## config.mk

```make
export PLATFORM = sky130hd
export DESIGN_NAME = aux_req_codec
export DESIGN_NICKNAME = d
export VERILOG_FILES = /design/src/rtl/aux_codec_pkg.sv /design/src/rtl/aux_hdr_build.sv /design/src/rtl/aux_tx_seq.sv /design/src/rtl/aux_rsp_decode.sv /design/src/rtl/aux_req_codec.sv
export SDC_FILE = /design/constraint.sdc
export NUM_CORES = 1
export LEC_CHECK = 0
export BUFFER_PORTS_ARGS = -buffer_cell sky130_fd_sc_hd__buf_2
export CORE_AREA = 2 2 181 183
export CTS_CLUSTER_DIAMETER = 30
export DETAILED_ROUTE_END_ITERATION = 6
export DIE_AREA = 0 0 183 185
export GPL_TIMING_DRIVEN = 0
export PLACE_DENSITY = 0.74
export SETUP_SLACK_MARGIN = 0.3
export SLEW_MARGIN = 10
export SYNTH_ARGS = -nofsm -noshare
export SYNTH_HDL_FRONTEND = slang
export SYNTH_SLANG_ARGS = --single-unit
```

## constraint.sdc

```tcl
create_clock -name clk -period 5.73 [get_ports clk]
set_input_delay 0 -clock clk [delete_from_list [all_inputs] [get_ports clk]]
set_output_delay 0 -clock clk [all_outputs]
set_load 0.01 [all_outputs]
```

## src/rtl/aux_codec_pkg.sv

```systemverilog
`timescale 1ns/1ps
package aux_codec_pkg;
   localparam int HDR_BYTES = 4;
   localparam logic [3:0] BARE_CODE = 4'd3;
   localparam logic [3:0] KIND_MASK = 4'b1011;

   typedef enum logic [2:0] {
      RES_OK      = 3'd0,
      RES_TIMEOUT = 3'd1,
      RES_FLAGS   = 3'd2,
      RES_IO_ERR  = 3'd3,
      RES_TOO_BIG = 3'd4,
      RES_INVALID = 3'd5
   } aux_result_e;

   typedef enum logic [1:0] {
      ST_IDLE = 2'd0,
      ST_SEND = 2'd1,
      ST_WAIT = 2'd2
   } aux_state_e;
endpackage

```

## src/rtl/aux_hdr_build.sv

```systemverilog
`timescale 1ns/1ps
module aux_hdr_build
   import aux_codec_pkg::*;
#(
   parameter int MAX_PAY = 16,
   parameter int LEN_W   = 6,
   parameter int CNT_W   = 5
) (
   input  logic [15:0]      addr,
   input  logic [3:0]       req,
   input  logic [LEN_W-1:0] len,
   output logic [31:0]      hdr,
   output logic             is_write,
   output logic             req_ok,
   output logic             too_big,
   output logic [CNT_W-1:0] tx_count
);
   logic [3:0]       kind;
   logic             is_read;
   logic [LEN_W-1:0] len_m1;
   logic [LEN_W-1:0] total;
   logic [3:0]       lo_nib;
   logic [3:0]       hi_nib;

   assign kind     = req & KIND_MASK;
   assign is_read  = (kind == 4'h1) || (kind == 4'h9);
   assign is_write = (kind == 4'h0) || (kind == 4'h8);
   assign req_ok   = is_read || is_write;
   assign too_big  = len > LEN_W'(MAX_PAY);

   assign len_m1 = len - LEN_W'(1);
   assign total  = LEN_W'(HDR_BYTES) + len;
   assign lo_nib = (len == '0) ? 4'd0 : len_m1[3:0];

   always_comb begin
      if (len == '0)
         hi_nib = BARE_CODE;
      else if (is_write)
         hi_nib = total[3:0];
      else
         hi_nib = 4'(HDR_BYTES);
   end

   assign hdr      = {hi_nib, lo_nib, req, 4'h0, addr[15:8], addr[7:0]};
   assign tx_count = is_write ? (CNT_W'(HDR_BYTES) + CNT_W'(len)) : CNT_W'(HDR_BYTES);
endmodule

```

## src/rtl/aux_tx_seq.sv

```systemverilog
`timescale 1ns/1ps
module aux_tx_seq
   import aux_codec_pkg::*;
#(
   parameter int MAX_PAY = 16,
   parameter int CNT_W   = 5
) (
   input  logic                 clk,
   input  logic                 rst_n,
   input  logic                 start,
   input  logic [31:0]          hdr,
   input  logic [MAX_PAY*8-1:0] payload,
   input  logic [CNT_W-1:0]     count,
   input  logic                 tx_ready,
   output logic                 tx_valid,
   output logic [7:0]           tx_data,
   output logic                 tx_last,
   output logic                 finished
);
   localparam int FRAME = HDR_BYTES + MAX_PAY;

   logic                 active;
   logic [CNT_W-1:0]     idx;
   logic [CNT_W-1:0]     cnt_q;
   logic [31:0]          hdr_q;
   logic [MAX_PAY*8-1:0] pay_q;
   logic [7:0]           frame_b [FRAME];

   for (genvar g = 0; g < FRAME; g++) begin : g_frame
      if (g < HDR_BYTES) begin : g_hdr
         assign frame_b[g] = hdr_q[8*g +: 8];
      end else begin : g_pay
         assign frame_b[g] = pay_q[8*(g-HDR_BYTES) +: 8];
      end
   end

   always_comb begin
      tx_data = 8'h00;
      for (int k = 0; k < FRAME; k++)
         if (idx == CNT_W'(k)) tx_data = frame_b[k];
   end

   assign tx_valid = active;
   assign tx_last  = active && (idx == cnt_q - CNT_W'(1));
   assign finished = tx_valid && tx_ready && tx_last;

   always_ff @(posedge clk or negedge rst_n) begin
      if (!rst_n) begin
         active <= 1'b0;
         idx    <= '0;
         cnt_q  <= '0;
         hdr_q  <= '0;
         pay_q  <= '0;
      end else if (start) begin
         active <= 1'b1;
         idx    <= '0;
         cnt_q  <= count;
         hdr_q  <= hdr;
         pay_q  <= payload;
      end else if (tx_valid && tx_ready) begin
         if (tx_last) active <= 1'b0;
         else         idx    <= idx + CNT_W'(1);
      end
   end

   assert_tx_hold_R5: assert property (@(posedge clk) disable iff (!rst_n)
      (tx_valid && !tx_ready) |=> (tx_valid && $stable(tx_data) && $stable(tx_last)));

   assert_last_valid_R5: assert property (@(posedge clk) disable iff (!rst_n)
      tx_last |-> tx_valid);
endmodule

```

## src/rtl/aux_rsp_decode.sv

```systemverilog
`timescale 1ns/1ps
module aux_rsp_decode
   import aux_codec_pkg::*;
#(
   parameter int MAX_PAY = 16,
   parameter int LEN_W   = 6
) (
   input  logic [7:0]           status,
   input  logic [LEN_W-1:0]     rsp_len,
   input  logic [MAX_PAY*8-1:0] rsp_data,
   input  logic                 is_write,
   input  logic [LEN_W-1:0]     wr_len,
   input  logic [LEN_W-1:0]     rbuf,
   output aux_result_e          result,
   output logic [3:0]           reply,
   output logic [LEN_W-1:0]     count,
   output logic [MAX_PAY*8-1:0] data
);
   logic             ok;
   logic             pass;
   logic [LEN_W-1:0] lim_a;
   logic [LEN_W-1:0] lim_b;

   always_comb begin
      case (status)
         8'd1:    result = RES_TIMEOUT;
         8'd2:    result = RES_FLAGS;
         8'd3:    result = RES_IO_ERR;
         default: result = RES_OK;
      endcase
   end

   assign ok    = (result == RES_OK);
   assign pass  = ok && !is_write;
   assign reply = ok ? status[7:4] : 4'd0;
   assign lim_a = (rbuf < rsp_len) ? rbuf : rsp_len;
   assign lim_b = (lim_a > LEN_W'(MAX_PAY)) ? LEN_W'(MAX_PAY) : lim_a;

   always_comb begin
      if (!ok)          count = '0;
      else if (is_write) count = wr_len;
      else              count = lim_b;
   end

   for (genvar g = 0; g < MAX_PAY; g++) begin : g_mask
      assign data[8*g +: 8] = (pass && (LEN_W'(g) < count)) ? rsp_data[8*g +: 8] : 8'h00;
   end
endmodule

```

## src/rtl/aux_req_codec.sv

```systemverilog
`timescale 1ns/1ps
module aux_req_codec
   import aux_codec_pkg::*;
#(
   parameter int MAX_PAY = 16,
   parameter int LEN_W   = (($clog2(MAX_PAY+1) + 1) < 5) ? 5 : ($clog2(MAX_PAY+1) + 1)
) (
   input  logic                 clk,
   input  logic                 rst_n,
   input  logic                 cmd_valid,
   output logic                 cmd_ready,
   input  logic [15:0]          cmd_addr,
   input  logic [3:0]           cmd_req,
   input  logic [LEN_W-1:0]     cmd_len,
   input  logic [LEN_W-1:0]     cmd_rbuf,
   input  logic [MAX_PAY*8-1:0] cmd_wdata,
   output logic                 tx_valid,
   input  logic                 tx_ready,
   output logic [7:0]           tx_data,
   output logic                 tx_last,
   input  logic                 rsp_valid,
   input  logic [7:0]           rsp_status,
   input  logic [LEN_W-1:0]     rsp_len,
   input  logic [MAX_PAY*8-1:0] rsp_data,
   output logic                 done_valid,
   output logic [2:0]           done_result,
   output logic [3:0]           done_reply,
   output logic [LEN_W-1:0]     done_count,
   output logic [MAX_PAY*8-1:0] done_data
);
   localparam int CNT_W = $clog2(MAX_PAY + HDR_BYTES + 1);

   if (MAX_PAY < 1 || MAX_PAY > 16) begin : g_bad_pay
      $error("MAX_PAY must lie in 1..16");
   end
   if (LEN_W < $clog2(MAX_PAY+1) + 1) begin : g_bad_len
      $error("LEN_W too narrow to flag oversize lengths");
   end

   aux_state_e           state;
   logic                 accept;
   logic [31:0]          hdr;
   logic                 hb_write;
   logic                 hb_ok;
   logic                 hb_big;
   logic [CNT_W-1:0]     hb_count;
   logic                 seq_start;
   logic                 seq_done;
   logic                 wr_q;
   logic [LEN_W-1:0]     len_q;
   logic [LEN_W-1:0]     rbuf_q;
   aux_result_e          dec_res;
   logic [3:0]           dec_reply;
   logic [LEN_W-1:0]     dec_count;
   logic [MAX_PAY*8-1:0] dec_data;

   assign cmd_ready = (state == ST_IDLE);
   assign accept    = cmd_valid && cmd_ready;
   assign seq_start = accept && !hb_big && hb_ok;

   aux_hdr_build #(.MAX_PAY(MAX_PAY), .LEN_W(LEN_W), .CNT_W(CNT_W)) hdr_i (
      .addr(cmd_addr), .req(cmd_req), .len(cmd_len), .hdr(hdr),
      .is_write(hb_write), .req_ok(hb_ok), .too_big(hb_big), .tx_count(hb_count)
   );

   aux_tx_seq #(.MAX_PAY(MAX_PAY), .CNT_W(CNT_W)) seq_i (
      .clk(clk), .rst_n(rst_n), .start(seq_start), .hdr(hdr), .payload(cmd_wdata),
      .count(hb_count), .tx_ready(tx_ready), .tx_valid(tx_valid), .tx_data(tx_data),
      .tx_last(tx_last), .finished(seq_done)
   );

   aux_rsp_decode #(.MAX_PAY(MAX_PAY), .LEN_W(LEN_W)) dec_i (
      .status(rsp_status), .rsp_len(rsp_len), .rsp_data(rsp_data), .is_write(wr_q),
      .wr_len(len_q), .rbuf(rbuf_q), .result(dec_res), .reply(dec_reply),
      .count(dec_count), .data(dec_data)
   );

   always_ff @(posedge clk or negedge rst_n) begin
      if (!rst_n) begin
         state       <= ST_IDLE;
         wr_q        <= 1'b0;
         len_q       <= '0;
         rbuf_q      <= '0;
         done_valid  <= 1'b0;
         done_result <= RES_OK;
         done_reply  <= '0;
         done_count  <= '0;
         done_data   <= '0;
      end else begin
         done_valid <= 1'b0;
         case (state)
            ST_IDLE: if (accept) begin
               wr_q   <= hb_write;
               len_q  <= cmd_len;
               rbuf_q <= cmd_rbuf;
               if (hb_big || !hb_ok) begin
                  done_valid  <= 1'b1;
                  done_result <= hb_big ? RES_TOO_BIG : RES_INVALID;
                  done_reply  <= '0;
                  done_count  <= '0;
                  done_data   <= '0;
               end else begin
                  state <= ST_SEND;
               end
            end
            ST_SEND: if (seq_done) state <= ST_WAIT;
            ST_WAIT: if (rsp_valid) begin
               state       <= ST_IDLE;
               done_valid  <= 1'b1;
               done_result <= dec_res;
               done_reply  <= dec_reply;
               done_count  <= dec_count;
               done_data   <= dec_data;
            end
            default: state <= ST_IDLE;
         endcase
      end
   end

   assert_oversize_silent_R4: assert property (@(posedge clk) disable iff (!rst_n)
      (accept && (cmd_len > LEN_W'(MAX_PAY))) |=>
      (done_valid && done_result == RES_TOO_BIG && !tx_valid));

   assert_bad_kind_R6: assert property (@(posedge clk) disable iff (!rst_n)
      (accept && (cmd_len <= LEN_W'(MAX_PAY)) &&
       !((cmd_req & KIND_MASK) inside {4'h0, 4'h1, 4'h8, 4'h9})) |=>
      (done_valid && done_result == RES_INVALID && !tx_valid));

   assert_err_clears_R7: assert property (@(posedge clk) disable iff (!rst_n)
      (done_valid && (done_result inside {RES_TIMEOUT, RES_FLAGS, RES_IO_ERR})) |->
      (done_reply == 4'd0 && done_count == '0 && done_data == '0));

   assert_count_bound_R8: assert property (@(posedge clk) disable iff (!rst_n)
      done_valid |-> (done_count <= LEN_W'(MAX_PAY)));

   assert_done_pulse_R9: assert property (@(posedge clk) disable iff (!rst_n)
      done_valid |=> !done_valid);

   assert_busy_block_R9: assert property (@(posedge clk) disable iff (!rst_n)
      accept |=> (!cmd_ready || done_valid));

   assert_ready_on_done_R9: assert property (@(posedge clk) disable iff (!rst_n)
      done_valid |-> cmd_ready);
endmodule

```

Yosys cells after proc, flatten, opt, wreduce, memory -nomap -nowiden
Cells that the tools add are included.
- register bits: 324
- input port bits: 307
- output and inout bits: 153
- logic and storage cells: 193
- add/sub/neg operators: 5
- magnitude comparators: 19
- equal/unequal tests: 34
- multiplexer cells: 78
- reductions and logical operators: 43
- operators with widths (cell ; number):
    2-to-1 mux 128 bit ; 3
    2-to-1 mux 8 bit ; 36
    one-hot mux 128 bit (2 select lines) ; 1
    < comparator 4 x 6 -> 1 bit (first input constant) ; 8
    2-to-1 mux 6 bit ; 7
    == test 5 x 4 -> 1 bit (second input constant) ; 8
    2-to-1 mux 4 bit ; 7
    < comparator 3 x 6 -> 1 bit (first input constant) ; 4
    logical AND 1 bit ; 23
    == test 5 x 3 -> 1 bit (second input constant) ; 4
    == test 5 bit (second input constant) ; 4
    2-to-1 mux 5 bit ; 4
    == test 8 x 2 -> 1 bit (second input constant) ; 2
    greater-than comparator 6 x 5 -> 1 bit (second input constant) ; 2
    < comparator 1 x 6 -> 1 bit (first input constant) ; 2
    < comparator 2 x 6 -> 1 bit (first input constant) ; 2
    one-hot mux 2 bit (3 select lines) ; 2
    one-hot mux 6 bit (2 select lines) ; 1
    == test 5 x 2 -> 1 bit (second input constant) ; 2
    2-to-1 mux 3 bit ; 3
    == test 8 x 1 -> 1 bit (second input constant) ; 1
    2-to-1 mux 2 bit ; 4
    one-hot mux 4 bit (2 select lines) ; 1
    AND reduction 4 bit ; 2
    other kinds (26) ; 46

Depth between registers and ports, before layout
Gate-level depths: netlist of run 1.
- depth in word-level cells: 21
- mapped depth: 12
- gate-level depth less buffers: 9

By module
From an unflattened synthesis of run 1, not the netlist that was laid out.
- cells, all modules: 1473
- area, all modules: 16612.2 um^2
- modules (own cells, without submodules) (module ; times used ; cells each ; area an instance (um^2) ; seq. area each (um^2)):
    aux_tx_seq ; 1 ; 736 ; 8569.5 ; 4279.1
    aux_req_codec ; 1 ; 362 ; 5606.6 ; 3928.8
    aux_rsp_decode ; 1 ; 319 ; 2043.2 ; 0.0
    aux_hdr_build ; 1 ; 56 ; 392.9 ; 0.0

Worst setup path before layout of run 1
No wires, ideal clock.
- path kind: reg2reg
- start point: reg rbuf_q[5]
- end point: reg done_data[32]
- library setup time: 0.121 ns
- arrival time: 2.519 ns
- data required time: 5.609 ns
- slack: 3.090 ns
- stages on the path, launching flop included: 9
- buffers on the path: 1
- period minus slack after synthesis: 2.640 ns
- cell sequence: dfrtp_1 > ha_1 > and3_1 > clkbuf_1 > a21oi_2 > mux2_2 > a31oi_1 > a41oi_2 > a22o_1
- longest elaborated chain between the ends: 11
- ends and longest elaborated chain (item ; line ; RTL):
    start, declared ; aux_req_codec.sv:51 ; logic [LEN_W-1:0] rbuf_q;
    start signal, assigned ; aux_req_codec.sv:95 ; rbuf_q <= cmd_rbuf;
    < comparator 6 bit ; aux_rsp_decode.sv:36 ; assign lim_a = (rbuf < rsp_len) ? rbuf : rsp_len;
    2-to-1 mux 6 bit * ; aux_rsp_decode.sv:36 ;
    greater-than comparator 6 x 5 -> 1 bit ; aux_rsp_decode.sv:37 ; assign lim_b = (lim_a > LEN_W'(MAX_PAY)) ? LEN_W'(MAX_PAY) : lim_a;
    2-to-1 mux 6 bit * ; aux_rsp_decode.sv:37 ;
    2-to-1 mux 6 bit * ; aux_rsp_decode.sv:41 ; else if (is_write) count = wr_len;
    2-to-1 mux 6 bit * ; aux_rsp_decode.sv:40 ; if (!ok) count = '0;
    < comparator 3 x 6 -> 1 bit * ; aux_rsp_decode.sv:46 ; assign data[8*g +: 8] = (pass && (LEN_W'(g) < count)) ? rsp_data[8*g +: 8] : 8'h00;
    logical AND 1 bit * ; aux_rsp_decode.sv:46 ;
    2-to-1 mux 8 bit * ; aux_rsp_decode.sv:46 ;
    2-to-1 mux 128 bit * ; aux_req_codec.sv:107 ; ST_WAIT: if (rsp_valid) begin
    one-hot mux 128 bit (2 select lines) * ; aux_req_codec.sv:91 ; case (state)
    end signal, assigned ; aux_req_codec.sv:113 ; done_data <= dec_data;
    end, declared ; aux_req_codec.sv:29 ; output logic [MAX_PAY*8-1:0] done_data
Every way passes the cells marked *; elsewhere a longest branch is shown, timed or not. The select of a mux whose other input is x is not followed.
A chain may end at the register's enable or synchronous reset.

Worst setup path in the final report of run 1
- start point: reg seq_i.idx[1]
- end point: out tx_data[3]
- longest elaborated chain between the ends: 21
- elaborated cells on any way between the ends: 40
- classes of those cells: 19 x eq/ne; 20 x mux; 1 x reduce/logical
- ends and longest elaborated chain (item ; line ; RTL):
    start, declared ; aux_tx_seq.sv:23 ; logic [CNT_W-1:0] idx;
    start signal, assigned ; aux_tx_seq.sv:62 ; else idx <= idx + CNT_W'(1);
    zero test 5 bit ; aux_tx_seq.sv:40 ; if (idx == CNT_W'(k)) tx_data = frame_b[k];
    2-to-1 mux 8 bit (19 in series) ; aux_tx_seq.sv:40 ;
    2-to-1 mux 8 bit * ; aux_tx_seq.sv:40 ;
    end, declared ; aux_req_codec.sv:19 ; output logic [7:0] tx_data,
Every way passes the cells marked *; elsewhere a longest branch is shown, timed or not.

==> metrics.md, run 1 <==
| Metric | Value |
|---|---|
| End of the worst register-to-register path | `done_data[106]` |
| Count of max-cap constraint violations | `0` |
| Top post-synthesis cells by count | `nand2_1, dfrtp_1, a22o_1, clkbuf_1, o21ai_0` |
| DRC errors left | `0` |
| Cell count after synthesis | `1561` |
| Number of cells on the worst reg-to-reg path | `8` |
| X dimension of the die | `183 um` |
| Clk_lat worst skew | `0.58 ns` |
| Routed via count | `16700` |
| Routability-driven placement congestion ratio | `0.924` |
| Portion of the clock cycle consumed by the worst path in the final layout | `0.755` |
| Post-layout total power | `11100 uW` |
| Result of the run | `finished clean` |
| Worst path cell trace | `inv_1 -> ha_1 -> clkbuf_1 -> nor4b_1 -> a32oi_1 -> nor3_1 -> o22ai_1 -> o21a_1 -> o21ai_0 -> a41o_1 -> buf_2` |
| Via-per-instance ratio | `5.80` |
| Number of hold buffers added after cts | `302` |
| Average wire length per cell after detail routing | `22.1 um` |
| Portion of total power attributed to sequential cells | `0.310` |
| Highest clock frequency the design can meet | `0.231 GHz` |
| FILL cells | `2133` |
| Tot GR Track Use | `0.365` |
| Global-route wire length before repair | `94.9 mm` |
| Total count of hold-check failures in the final report | `0` |
| Headroom to the max-slew limit | `0.247` |
| Die Span Y | `185 um` |
| Share of the core filled with cells | `0.731` |
| Number of global-route vias before repair | `17300` |
| Area growth from synthesis to layout | `58.3%` |
| Main flop type after synthesis | `dfrtp_1` |
| Clock sinks | `324` |
| Multi-input gate area in the final layout | `6230 um^2` |
| WP buf/inv | `3` |
| Total setup violations reported at the end of the flow | `0` |
| Transition time of the tightest slew-check pin | `1.11 ns` |
| Post-route clock skew | `0.0218 ns` |
| Fin area | `23400 um^2` |
| TritonCTS clock tree | `done` |
| Share of layout cells above drive strength 1 | `0.260` |
| Half-perimeter wire length after detailed placement | `39.2 mm` |
| Proportion of total power due to net switching | `0.344` |
| Final critical path time including I/O delays and setup | `4.32 ns` |
| Net count after synthesis | `1882` |
| Share of flip-flops with an asynchronous set or reset | `1.00` |
| Number of antenna violations at the first check in global routing | `6` |
| Most used standard cell by instance count after synthesis | `nand2_1` |
| Maximum vdd drop | `0.268 mV` |
| Maximum fanout along the worst path | `10` |
| Worst Setup Path Type | `reg2out` |
| Number of nets still failing antenna checks after routing | `0` |
| Crit path launch type | `flip-flop` |
| Total Die Area | `33900 um^2` |
| Total number of nets in the final design | `2723` |
| Area of the core region | `32000 um^2` |
| Static leakage | `0.0119 uW` |
| Post-synth top area cell | `dfrtp_1` |
| Area share of the largest cell type after synthesis | `0.548` |
| Post-synthesis instance area | `14800 um^2` |
| Unique cell type count in the Yosys netlist | `75` |
| DRT iter0 DRCs | `1634` |
| Number of buffers added on ports | `459` |
| Largest delay share family, worst path | `compound AO/OA/AOI/OAI gates` |
| Overall routed net length | `63.5 mm` |
| Number of enable flip-flop cells after synthesis | `0` |
| Worst reg2reg setup slack | `2.29 ns` |
| Power per unit of standard cell area | `475 nW/um^2` |
| CP peak stage delay | `0.92 ns` |
| Internal Power | `7310 uW` |
| Kind of end point of the critical path | `output port` |
| Worst min-delay path category | `in2async` |
| Share of the yosys chip area belonging to registers | `0.548` |
| Std-Cell Rows | `66` |
| Largest net degree at the start of global routing | `111` |
| Synthesis Warnings | `0` |
| Startpoint of the most critical register-to-register path | `rbuf_q[5]` |
| Global route overflow | `0` |
| H-Tree Depth | `3` |
| Slowest stage cell on the critical path | `nor4b_1` |
| Critical path data required time | `5.73 ns` |
| Router iterations before antenna repair | `6` |
| Area after detailed placement | `17700 um^2` |
| Count of buffers added by post-CTS timing repair for setup | `0` |
| Power share of the clock group | `0.409` |
| Resized Gates After CTS | `0` |
| Number of buffers added by the clock tree synthesis step | `75` |
| Total of flip-flops plus latches after synthesis | `324` |
| Io pins | `460` |
| CTS root buffer | `clkbuf_16` |
| Net switching power | `3830 uW` |
| Clock edge transition at the registers on the reported setup and hold paths | `0.04 ns` |
| Effective utilization at floorplan | `0.462` |
| Area taken by flip-flops and latches | `8110 um^2` |
| Top area cells in the synthesized netlist | `dfrtp_1, nand2_1, a22o_1, o21ai_0, clkbuf_1` |
| Share of power burned in combinational logic | `0.281` |
| Number of pins exceeding their max-slew limit in the final report | `0` |
| RSZ-0062 raised after global routing | `false` |
| Maximum number of buffers from clock root to sink | `3` |
| Worst EP arrival | `4.32 ns` |
| Post-synthesis average cell area | `9.48 um^2` |
-- per-layer routing --
metal,global-route usage,wire [um],part of all wire,vias to the layer above
met5,0,0,0,-
met4,0.195,3340,0.053,0
met3,0.0926,6140,0.097,258
met2,0.617,31000,0.49,1214
met1,0.430,23000,0.36,8074
li1,-,-,-,7146
-- layout make-up --
class,instances,share of cell area
sequential,324,0.346
multi-input combinational,1118,0.266
timing repair buffer,764,0.231
clock buffer,95,0.0903
clock inverter,40,0.0245
tap,408,0.0218
buffer,92,0.0152
inverter,27,0.00433
antenna,8,0.000855
-- power groups by stage --
| stage | logic, uW | clock network, uW | registers (uW) |
|---|---|---|---|
| global route | 3390 | 4690 | 3500 |
| CTS | 3000 | 4540 | 3420 |
| floorplan | 1840 | 0 | 3280 |
| finish | 3130 | 4550 | 3450 |
| detailed placement | 2800 | 0 | 3430 |
| global placement | 2720 | 0 | 3420 |
-- state kept, by name, indices dropped and copies added (netlist names) --
| register | count |
|---|---|
| wr_q | 1 |
| done_data | 128 |
| done_count | 6 |
| done_valid | 1 |
| seq_i.idx | 5 |
| seq_i.cnt_q | 5 |
| state | 2 |
| rbuf_q | 6 |
| seq_i.pay_q | 128 |
| len_q | 6 |
| seq_i.hdr_q | 28 |
| done_reply | 4 |
| done_result | 3 |
| seq_i.tx_valid | 1 |
-- worst max path at each step --
stage	start	end	slack (ns)	depth (start not counted)
after CTS	seq_i.idx[0]	tx_data[2]	1.48	11
final	seq_i.idx[1]	tx_data[3]	1.41	11
after global routing	seq_i.idx[0]	tx_data[2]	1.14	11
after floorplan	rbuf_q[5]	done_data[32]	3.09	8
after detailed placement	seq_i.idx[0]	tx_data[2]	2.10	11
after global placement	rst_n	done_data[59]	-1.43	1
-- worst register-to-register path: stages (launching register included) --
cell	delay, ns
dfrtp_1	0.46
ha_1	0.35
a21oi_1	0.24
nand2_1	0.20
a32o_1	0.35
o41ai_4	0.50
nor3b_2	0.15
a21oi_1	0.84
a22o_1	0.27
-- through the flow --
step / worst slack, ns / std cells / setup TNS, ns / hold WS [ns]
final: 1.41 / 2876 / 0 / 0.0650
after global routing: 1.14 / 2874 / 0 / 0.122
after CTS: 1.48 / 2868 / 0 / 0.0553
after detailed placement: 2.10 / 2431 / 0 / -0.135
after global placement: -1.43 / 2428 / -444.01 / 0.194
after floorplan: 3.09 / 1561 / 0 / -0.296
-- cell usage in the layout (no fill, tap or decap), types with 13 or more instances in the layout --
cell           synthesis  final
clkbuf_16              0     77
mux2_2                16     16
dlygate4sd3_1          0    302
ha_1                  14     14
nand2_1              552    552
inv_1                 26     26
nor3_1                16     16
a221oi_1              13     13
a22o_1               109    109
nor2_1                55     55
o22ai_1               13     13
nand3_1               16     16
a22oi_1               15     15
buf_2                  9    467
a21oi_1               33     33
o21ai_0               65     65
dfrtp_1              324    324
clkbuf_1              75     81
-- kinds of logic after synthesis --
kind of cell / share of synthesized area
AND/OR/NAND/NOR: 0.205
AO/OA/AOI/OAI: 0.182
adder cells (fa/ha/maj): 0.0118
XOR/XNOR: 0.00651
flip-flops: 0.548
multiplexers: 0.0149
buffers and inverters: 0.0310
No activity file was read; power rests on OpenSTA's default activity.
==> run 2, diff against run 1 <==
clock period = 4.09 ns   (was 5.73 ns; I/O delays follow)
==> run 2 against run 1 <==
Net effect:
- worst setup slack got worse by 1.1 ns
- critical endpoint unchanged
- non-clock buffer count did not move
- critical path depth rose by 1
- core utilization rose by 0.20 points
- critical path type unchanged
- count of clock-buffer cells in the layout did not move
- largest power group unchanged
- sequential share of layout area fell by 0.092 points
- routed wire length rose by 0.44%
- power rose by 41%
- register-to-register slack got worse by 1.6 ns
- first-iteration DRC count rose by 3.2%
- clock skew barely moved
==> metrics.md, run 2 (same netlist as run 1, synthesis figures left out) <==
| Metric | Value |
|---|---|
| Worst EP arrival | `3.83 ns (-0.49 ns)` |
| CTS root buffer | `clkbuf_16` |
| Post-layout total power | `15700 uW (+41%)` |
| Number of buffers added on ports | `459 (unchanged)` |
| Io pins | `460 (unchanged)` |
| Result of the run | `finished clean` |
| Most common cell after layout, fill and taps aside | `nand2_1` |
| Final worst-path setup slack | `0.259 ns (-1.15 ns)` |
| DRT iter0 DRCs | `1687 (+3.2%)` |
| Die Span Y | `185 um (unchanged)` |
| Post-Place Worst Slack | `0.461 ns (-1.64 ns)` |
| Total instance count after detailed placement | `2431 (unchanged)` |
| Total Die Area | `33900 um^2 (unchanged)` |
| Hold slack final | `0.0741 ns (+0.00902 ns)` |
| CP peak stage delay | `0.47 ns (-0.45 ns)` |
| Half-perimeter wire length after detailed placement | `39.2 mm (unchanged)` |
| Maximum number of buffers from clock root to sink | `3 (unchanged)` |
| Number of buffers added by the clock tree synthesis step | `75 (unchanged)` |
| Number of pins exceeding their max-slew limit in the final report | `0 (unchanged)` |
| Area of the core region | `32000 um^2 (unchanged)` |
| Area growth from synthesis to layout | `58.8%` |
| Maximum fanout along the worst path | `10 (unchanged)` |
| H-Tree Depth | `3 (unchanged)` |
| Total Neg Setup Slack | `0 ns (unchanged)` |
| Routability-driven placement congestion ratio | `0.924 (unchanged)` |
| Total count of hold-check failures in the final report | `0 (unchanged)` |
| Count of max-cap constraint violations | `0 (unchanged)` |
| Highest-count cells in the layout ignoring fill and taps | `nand2_1, buf_2, dfrtp_1` |
| Number of antenna violations at the first check in global routing | `6 (unchanged)` |
| Registers with the most flip-flops | `done_data (128), seq_i.pay_q (128), seq_i.hdr_q (28)` |
| Slowest stage cell on the critical path | `dfrtp_1` |
| Via-per-instance ratio | `5.79 (-0.22%)` |
| Number of global-route vias before repair | `17300 (+0.0058%)` |
| Largest delay share family, worst path | `compound AO/OA/AOI/OAI gates` |
| Kind of end point of the critical path | `output port` |
| Worst Setup Path Type | `reg2out` |
| Portion of the clock cycle consumed by the worst path in the final layout | `0.937` |
| Headroom to the max-slew limit | `0.281 (+0.0333)` |
| Maximum vdd drop | `0.385 mV (+44%)` |
| Transition time of the tightest slew-check pin | `1.08 ns (-0.0384 ns)` |
| Global-route wire length before repair | `95.4 mm (+0.50%)` |
| Clock sinks | `324 (unchanged)` |
| Worst min-delay path category | `in2async` |
| Worst path cell trace | `inv_1 -> ha_1 -> clkbuf_2 -> clkbuf_2 -> nor2_1 -> nor2_1 -> nor3_1 -> o22ai_1 -> o21a_1 -> o21ai_0 -> a41o_1 -> buf_2` |
| Crit path launch type | `flip-flop` |
| TritonCTS clock tree | `done` |
| Share of layout cells above drive strength 1 | `0.268 (+0.00772)` |
| Final std cells w/o fill | `2876 (unchanged)` |
| Critical path data required time | `4.09 ns (-1.64 ns)` |
| Static leakage | `0.0119 uW (+0.42%)` |
| Number of nets still failing antenna checks after routing | `0 (unchanged)` |
| Global route overflow | `0 (unchanged)` |
| Count of buffers added by post-CTS timing repair for setup | `0 (unchanged)` |
| Highest clock frequency the design can meet | `0.261 GHz` |
| Largest net degree at the start of global routing | `111 (unchanged)` |
| Post-route clock skew | `0.0216 ns (-0.000243 ns)` |
| Overall routed net length | `63.8 mm (+0.44%)` |
| Clk_lat worst skew | `0.58 ns (about the same)` |
| RSZ-0062 raised after global routing | `true` |
| Total number of nets in the final design | `2723 (unchanged)` |
| FILL cells | `2109 (-1.1%)` |
| WP buf/inv | `4 (+1)` |
| Tot GR Track Use | `0.367 (+0.00177)` |
| Final critical path time including I/O delays and setup | `3.83 ns` |
| Router iterations before antenna repair | `6 (unchanged)` |
| Routed via count | `16700 (-0.22%)` |
| DRC errors left | `0 (unchanged)` |
| Std-Cell Rows | `66 (unchanged)` |
| Average wire length per cell after detail routing | `22.2 um (+0.44%)` |
| Total setup violations reported at the end of the flow | `0 (unchanged)` |
| Power per unit of standard cell area | `668 nW/um^2 (+40%)` |
| X dimension of the die | `183 um (unchanged)` |
| Effective utilization at floorplan | `0.462 (unchanged)` |
| Clock edge transition at the registers on the reported setup and hold paths | `0.04 ns (about the same)` |
## run 2: changes by cell type in the layout (fill, tap and decap cells not counted), moves of 4 or more
| cell | delta |
|---|---|
| clkbuf_2 | +13 |
| nor4bb_2 | +4 |
| nor4bb_1 | -4 |
| clkbuf_1 | -13 |
## run 2: routing by layer
layer  vias up  share of wire  track usage
met5         -              0            0
met4         0          0.049        0.189
met3       242          0.095       0.0932
met2      1134           0.49        0.624
met1      8130           0.36        0.432
li1       7149              -            -
## run 2: repair_timing
action	in CTS	in global routing
setup endpoints to repair	7	8
hold endpoints to repair	548	0
resized for setup	8	25
pin swaps	0	0
hold buffers	302	0
## run 2: stage by stage
| step | instance area (um^2) | util |
|---|---|---|
| global route | 23500 | 0.733 |
| global placement | 17600 | 0.549 |
| finish | 23500 | 0.733 |
| detailed placement | 17700 | 0.552 |
| floorplan | 14800 | - |
| CTS | 23400 | 0.731 |
## run 2: final timing paths
check / from / end / slack [ns] / cells after the start
max: seq_i.idx[0] / tx_data[3] / 0.26 / 12
min: rst_n / seq_i.pay_q[51] / 0.07 / 3
max reg2reg: rbuf_q[5] / done_data[106] / 0.68 / 8
min reg2reg: state[1] / state[0] / 0.47 / 1
max in group asynchronous: rst_n / seq_i.pay_q[33] / 2.62 / 3
min in group clk: rsp_status[3] / done_result[0] / 0.11 / 5
## run 2: layout make-up
cell class,count,area (um^2),area share
clock buffer,95,2110,0.0900
tap,408,510,0.0217
antenna,8,20.0,0.000852
inverter,27,101,0.00431
multi-input combinational,1118,6280,0.267
sequential,324,8110,0.345
timing repair buffer,764,5410,0.230
clock inverter,40,573,0.0244
buffer,92,373,0.0159
## run 2: tightest hold or removal path, delay by kind of cell
kind	cells	cell delay [ns]
buffers and inverters	3	1.09
## run 2: report_power, final
part / leakage (uW) / total, uW / switching [uW] / internal (uW)
sequential: 0.00425 / 4850 / 718 / 4130
combinational: 0.00639 / 4460 / 2720 / 1740
clock: 0.00129 / 6380 / 1980 / 4400
